==> src/rtl/rbuf_pkg.sv <==
package rbuf_pkg;
  localparam int unsigned LANES = 4;
  localparam int unsigned LANE_W = $clog2(LANES);
endpackage

==> src/rtl/rbuf_wr_gen.sv <==
module rbuf_wr_gen
  import rbuf_pkg::*;
#(
  parameter int unsigned ROWS = 8,
  parameter int unsigned COLS = 4,
  localparam int unsigned QR = ROWS / LANES,
  localparam int unsigned DEPTH = QR * COLS,
  localparam int unsigned AW = $clog2(DEPTH),
  localparam int unsigned RW = $clog2(ROWS),
  localparam int unsigned CW = $clog2(COLS)
) (
  input  logic              clk_i,
  input  logic              rst_ni,
  input  logic              fire_i,
  output logic [LANE_W-1:0] bank_o,
  output logic [AW-1:0]     addr_o,
  output logic              done_o
);
  logic [RW-1:0] row_q;
  logic [CW-1:0] col_q;
  logic row_end, col_end;

  assign col_end = (int'(col_q) == COLS - 1);
  assign row_end = (int'(row_q) == ROWS - 1);
  assign done_o  = fire_i && col_end && row_end;

  // quadrant picks the bank; a row's samples sit QR words apart
  always_comb begin
    bank_o = LANE_W'(int'(row_q) / QR);
    addr_o = AW'(int'(col_q) * QR + int'(row_q) % QR);
  end

  always_ff @(posedge clk_i or negedge rst_ni) begin
    if (!rst_ni) begin
      row_q <= '0;
      col_q <= '0;
    end else if (fire_i) begin
      if (col_end) begin
        col_q <= '0;
        row_q <= row_end ? '0 : row_q + 1'b1;
      end else begin
        col_q <= col_q + 1'b1;
      end
    end
  end


  no_idle_step_chk: assert property (@(posedge clk_i) disable iff (!rst_ni)
    !fire_i |=> ($stable(row_q) && $stable(col_q)));

  frame_wrap_chk: assert property (@(posedge clk_i) disable iff (!rst_ni)
    done_o |=> (row_q == '0 && col_q == '0));
endmodule

==> src/rtl/rbuf_bank.sv <==
module rbuf_bank #(
  parameter int unsigned SW = 16,
  parameter int unsigned DEPTH = 8,
  localparam int unsigned AW = $clog2(DEPTH)
) (
  input  logic          clk_i,
  input  logic          rst_ni,
  input  logic          we_i,
  input  logic          wsel_i,
  input  logic [AW-1:0] waddr_i,
  input  logic [SW-1:0] wdata_i,
  input  logic          re_i,
  input  logic          rsel_i,
  input  logic [AW-1:0] raddr_i,
  output logic [SW-1:0] rdata_o
);
  logic [SW-1:0] mem_q [2*DEPTH];

  always_ff @(posedge clk_i) begin
    if (we_i) mem_q[{wsel_i, waddr_i}] <= wdata_i;
  end

  always_ff @(posedge clk_i or negedge rst_ni) begin
    if (!rst_ni)   rdata_o <= '0;
    else if (re_i) rdata_o <= mem_q[{rsel_i, raddr_i}];
  end
endmodule

==> src/rtl/rbuf_rd_ctrl.sv <==
module rbuf_rd_ctrl #(
  parameter int unsigned DEPTH = 8,
  localparam int unsigned AW = $clog2(DEPTH)
) (
  input  logic          clk_i,
  input  logic          rst_ni,
  input  logic          step_i,
  output logic [AW-1:0] addr_o,
  output logic          last_step_o,
  output logic          valid_o,
  output logic          last_o
);
  logic [AW-1:0] cnt_q;

  assign addr_o      = cnt_q;
  assign last_step_o = (int'(cnt_q) == DEPTH - 1);

  always_ff @(posedge clk_i or negedge rst_ni) begin
    if (!rst_ni) begin
      cnt_q   <= '0;
      valid_o <= 1'b0;
      last_o  <= 1'b0;
    end else begin
      valid_o <= step_i;
      last_o  <= step_i && last_step_o;
      if (step_i) cnt_q <= last_step_o ? '0 : cnt_q + 1'b1;
    end
  end


  last_has_valid_chk: assert property (@(posedge clk_i) disable iff (!rst_ni)
    last_o |-> valid_o);

  rd_hold_chk: assert property (@(posedge clk_i) disable iff (!rst_ni)
    !step_i |=> $stable(cnt_q));
endmodule

==> src/rtl/rbuf_top.sv <==
module rbuf_top
  import rbuf_pkg::*;
#(
  parameter int unsigned SW = 16,
  parameter int unsigned ROWS = 8,
  parameter int unsigned COLS = 4
) (
  input  logic              clk_i,
  input  logic              rst_ni,
  input  logic [SW-1:0]     in_data_i,
  input  logic              in_valid_i,
  output logic              in_ready_o,
  output logic              frame_ready_o,
  input  logic              rd_en_i,
  output logic [LANES*SW-1:0] rd_data_o,
  output logic              rd_valid_o,
  output logic              rd_last_o
);
  localparam int unsigned DEPTH = (ROWS / LANES) * COLS;
  localparam int unsigned AW = $clog2(DEPTH);

  logic [1:0] full_q;
  logic wr_sel_q, rd_sel_q;
  logic fire, wr_done, step, rd_done, rd_last_step;
  logic [LANE_W-1:0] wbank;
  logic [AW-1:0] waddr, raddr;

  assign in_ready_o    = !full_q[wr_sel_q];
  assign frame_ready_o = full_q[rd_sel_q];
  assign fire          = in_valid_i && in_ready_o;
  assign step          = rd_en_i && frame_ready_o;
  assign rd_done       = step && rd_last_step;

  rbuf_wr_gen #(.ROWS(ROWS), .COLS(COLS)) u_wr (
    .clk_i, .rst_ni, .fire_i(fire), .bank_o(wbank), .addr_o(waddr), .done_o(wr_done)
  );

  rbuf_rd_ctrl #(.DEPTH(DEPTH)) u_rd (
    .clk_i, .rst_ni, .step_i(step), .addr_o(raddr), .last_step_o(rd_last_step),
    .valid_o(rd_valid_o), .last_o(rd_last_o)
  );

  for (genvar q = 0; q < LANES; q++) begin : g_bank
    rbuf_bank #(.SW(SW), .DEPTH(DEPTH)) u_bank (
      .clk_i, .rst_ni,
      .we_i(fire && (int'(wbank) == q)), .wsel_i(wr_sel_q), .waddr_i(waddr),
      .wdata_i(in_data_i),
      .re_i(step), .rsel_i(rd_sel_q), .raddr_i(raddr),
      .rdata_o(rd_data_o[q*SW +: SW])
    );
  end

  // write side only fills an empty buffer, read side only drains a full one
  always_ff @(posedge clk_i or negedge rst_ni) begin
    if (!rst_ni) begin
      full_q   <= '0;
      wr_sel_q <= 1'b0;
      rd_sel_q <= 1'b0;
    end else begin
      if (wr_done) begin
        full_q[wr_sel_q] <= 1'b1;
        wr_sel_q         <= !wr_sel_q;
      end
      if (rd_done) begin
        full_q[rd_sel_q] <= 1'b0;
        rd_sel_q         <= !rd_sel_q;
      end
    end
  end


  idle_read_chk: assert property (@(posedge clk_i) disable iff (!rst_ni)
    (rd_en_i && !frame_ready_o) |=> !rd_valid_o);

  frame_flag_chk: assert property (@(posedge clk_i) disable iff (!rst_ni)
    wr_done |=> frame_ready_o);

  release_chk: assert property (@(posedge clk_i) disable iff (!rst_ni)
    rd_done |=> (in_ready_o && rd_last_o));

  no_overflow_chk: assert property (@(posedge clk_i) disable iff (!rst_ni)
    (in_valid_i && !in_ready_o) |=> $stable(full_q) || $past(rd_done));
endmodule

==> config.mk <==
export PLATFORM = sky130hd
export DESIGN_NAME = rbuf_top
export DESIGN_NICKNAME = d
export VERILOG_FILES = /design/src/rtl/rbuf_pkg.sv /design/src/rtl/rbuf_wr_gen.sv /design/src/rtl/rbuf_bank.sv /design/src/rtl/rbuf_rd_ctrl.sv /design/src/rtl/rbuf_top.sv
export SDC_FILE = /design/constraint.sdc
export NUM_CORES = 1
export LEC_CHECK = 0
export ABC_AREA = 1
export BUFFER_PORTS_ARGS = -buffer_cell sky130_fd_sc_hd__buf_4
export CORE_UTILIZATION = 56
export DETAILED_ROUTE_END_ITERATION = 6
export PLACE_DENSITY = 0.75
export SLEW_MARGIN = 0
export SYNTH_ARGS = -nofsm -noshare
export SYNTH_HDL_FRONTEND = slang
export SYNTH_SLANG_ARGS = --single-unit
==> constraint.sdc <==
create_clock -name clk_i -period 2.4 [get_ports clk_i]
set_input_delay 0.12 -clock clk_i [delete_from_list [all_inputs] [get_ports clk_i]]
set_output_delay 0.12 -clock clk_i [all_outputs]
set_load 0.01 [all_outputs]
==> results by group <==
Status
  – Status: finished with violations
  – Violated checks: design-rule violations, negative hold slack

Setup path
  – Worst setup path class: register to register
  – Worst setup EP type: register
  – Crit-path cells: nand2_1 > o21ai_2 > nand2_2 > inv_2 > nand3_4 > nor2_1 > buf_4
  – Crit start category: register
  – WP buf/inv: 2
  – Slowest cell on the critical path: dfrtp_1
  – Max FO, Critical Path: 16
  – Worst r2r dst: g_bank[0].u_bank.mem_q[9][14]$_DFFE_PP_
  – Slack of the worst reg-to-reg path: ~230 ps
  – Cells on worst reg2reg path: 7
  – Reg2reg start: wr_sel_q$_DFFE_PN0N_
  – Delay-heaviest family, CP: simple AND/OR/NAND/NOR gates
  – Worst path max stage delay: 480 ps
  – Required @ worst endpoint: ~2700 ps
  – Arr. time, crit path: between 2000 and 3000 ps

STA
  – Fin. Hold Viols: 2
  – Fin crit period: about 2200 ps
  – Final Max Slew Viols: 0
  – RSZ-0062 raised after global routing: no
  – Final clock skew: between 20 and 25 ps
  – Max-slew headroom: 0.3380
  – Slew at the pin with the worst max-slew slack: roughly 990 ps
  – Fin Setup TNS: 0 ps
  – Final Cycle Share: 0.9043
  – Worst hold-check slack: -1.064 ps
  – Final setup fails: 0
  – F_max: about 0.46 GHz

Clock tree
  – Post-CTS resize count: 0
  – Clk sink count: around 1100
  – TritonCTS clock tree: done
  – CTS clk-pin slew, worst paths: approximately 60 ps
  – Number of buffers created by CTS: approximately 110
  – Longest Clk Path Bufs: 3
  – Clock root cell: clkbuf_16
  – Clk_lat worst skew: between 600 and 700 ps
  – H-tree levels: 3

Global route
  – GRT overflow: 0
  – Initial antenna violation count: 1
  – Vias in the first global route: around 28000
  – Largest net degree at the start of global routing: around 140
  – GR Util All Layers: 0.2819
  – First-pass GRT wire length: around 170 mm

Logic synthesis
  – Post-synth ARST share: 0.07078
  – Syn Area/Cell: 11.77 um^2
  – Post-synthesis cell type count: 25
  – Syn nets: roughly 3800
  – Top cell type's share of synthesized area: 0.6900
  – Flops & latches, synth: approximately 1100
  – Post-synth top flop: edfxtp_1
  – Most frequent cells after synthesis: nand2_1 (1567), edfxtp_1 (1024), nand3_1 (771), buf_2 (96), dfrtp_1 (78)
  – Top-count cell post-synth: nand2_1
  – Synth warnings: 0
  – Post-synth top area cell: edfxtp_1
  – Number of flops mapped to enable cells by yosys: 1024
  – Sequential-to-total area share from yosys stat: 0.7338
  – Syn Std Cell Area: approximately 0.045 mm^2
  – Synth top area cells: edfxtp_1 (69%), nand2_1 (13%), nand3_1 (8.7%)
  – Cell count after synthesis: ~3800

Route
  – Post-DRT Antenna Nets: 0
  – Vias: a little under 30000
  – Drt via density: 5.835
  – Routed WL: around 110 mm
  – 1st-iter DRT viols: slightly above 4000
  – Drt wl/cell: 22.46 um
  – Drt pass-1 iters: 7
  – Post-route DRC violation count: 10

Floorplan
  – Die Wd: 284.1 um
  – DIE AREA: about 0.08 mm^2
  – Row Count: 103
  – Core ar.: slightly below 0.08 mm^2
  – Initial Util: 0.5650
  – Die Ht: between 200 and 300 um
  – Boundary Pins: around 90

Layout
  – P&R area growth vs syn: 12.55%
  – Share of layout cells above drive strength 1: 0.1041
  – Non-filler cells, final: slightly above 5000
  – Fin nets: between 3000 and 4000
  – # fillers: about 5800
  – N_diodes: 0
  – Post-layout util: 0.6359

Placed design
  – Port buffer count: 87
  – Dpl hpwl: between 60 and 70 mm
  – Cell total after placement: 4835
  – GPL Wtd Cong: roughly 0.84

Pwr
  – Worst vdd ir: 0.9216 mV
  – Pwr dens: around 1200 mW/mm^2
  – Pleak: around 19 nW

Worst hold path
  – Worst Hold Class: primary input to async pin

Run
  – MaxCap Viol Count: 0
## state kept, by name, indices dropped and copies added (netlist names)
| register | count |
|---|---|
| u_rd.last_o | 1 |
| u_wr.col_q | 2 |
| wr_sel_q | 1 |
| g_bank.u_bank.mem_q | 1024 |
| u_wr.row_q | 3 |
| u_rd.addr_o | 3 |
| rd_sel_q | 1 |
| full_q | 2 |
| g_bank.u_bank.rdata_o | 64 |
| u_rd.valid_o | 1 |
## area by class of cell
| cell class | count | area [um^2] | area share |
|---|---|---|---|
| sequential | 1102 | 32710 | 0.6522 |
| multi-input combinational | 2435 | 10250 | 0.2043 |
| clock buffer | 146 | 2944 | 0.05870 |
| timing repair buffer | 240 | 2165 | 0.04316 |
| tap | 1050 | 1314 | 0.02619 |
| clock inverter | 56 | 679.4 | 0.01355 |
| inverter | 18 | 93.84 | 0.001871 |
## through the flow
step / worst slack [ps] / instance area, um^2 / power, W / hold WS, ps
3_3_place_gp: 300.0 / 46430 / 0.04151 / 156.8
2_1_floorplan: 58.13 / 44560 / 0.03569 / -175.6
5_1_grt: 62.94 / 50160 / 0.06160 / 15.91
6_report: 229.7 / 50160 / 0.05892 / -1.064
3_5_place_dp: 268.3 / 46430 / 0.04179 / 159.7
4_1_cts: 224.9 / 50160 / 0.05887 / 2.664
## report_power, final
group | switching [W] | leakage (nW) | internal (W)
Sequential | 0.000649 | 10.2 | 0.0219
Clock | 0.00712 | 1.76 | 0.0101
Combinational | 0.0135 | 7.06 | 0.00566
Total | 0.0213 | 19.0 | 0.0377
## what timing repair did
action / 4_1_cts / 5_1_grt
hold endpoints to repair: 156 / 0
hold buffers: 10 / 0
setup buffers: 0 / 0
## logic make-up after synthesis
kind of cell             after synthesis  share of synthesized area
XOR/XNOR                               1                  0.0001966
AND/OR/NAND/NOR                     2417                     0.2266
adder cells (fa/ha/maj)                5                   0.001404
buffers and inverters                249                    0.03642
AO/OA/AOI/OAI                         12                   0.001544
flip-flops                          1102                     0.7338
## cells in the final DEF (no fill, tap or decap), drive strengths merged
master | synthesis | layout
nand3 | 775 | 775
clkinv | 0 | 31
xor2 | 1 | 1
bufinv | 0 | 14
dfrtp | 78 | 78
nor2 | 73 | 73
and2 | 1 | 1
a22oi | 2 | 2
edfxtp | 1024 | 1024
ha | 5 | 5
nand2 | 1568 | 1568
buf | 203 | 230
clkinvlp | 0 | 6
clkbuf | 28 | 146
o21ai | 10 | 10
inv | 18 | 23
dlygate4sd3 | 0 | 10
## routing by layer
metal,vias up,track usage,part of all wire
met1,14190,0.3983,0.39
li1,13320,-,-
met2,1715,0.4515,0.48
met5,-,0,0
met3,227,0.03973,0.10
met4,0,0.1013,0.033
## how the worst max path moves through the flow
stage,from,endpoint,slack (ps),depth (start not counted)
finish,wr_sel_q$_DFFE_PN0N_,g_bank[0].u_bank.mem_q[9][14]$_DFFE_PP_,230,7
global route,wr_sel_q$_DFFE_PN0N_,g_bank[0].u_bank.mem_q[9][15]$_DFFE_PP_,60,7
CTS,wr_sel_q$_DFFE_PN0N_,g_bank[0].u_bank.mem_q[9][14]$_DFFE_PP_,220,7
detailed placement,wr_sel_q$_DFFE_PN0N_,g_bank[0].u_bank.mem_q[9][12]$_DFFE_PP_,270,7
global placement,wr_sel_q$_DFFE_PN0N_,g_bank[0].u_bank.mem_q[9][11]$_DFFE_PP_,300,7
floorplan,wr_sel_q$_DFFE_PN0N_,g_bank[0].u_bank.mem_q[10][0]$_DFFE_PP_,60,7
Power figures use the tool's default switching activity.
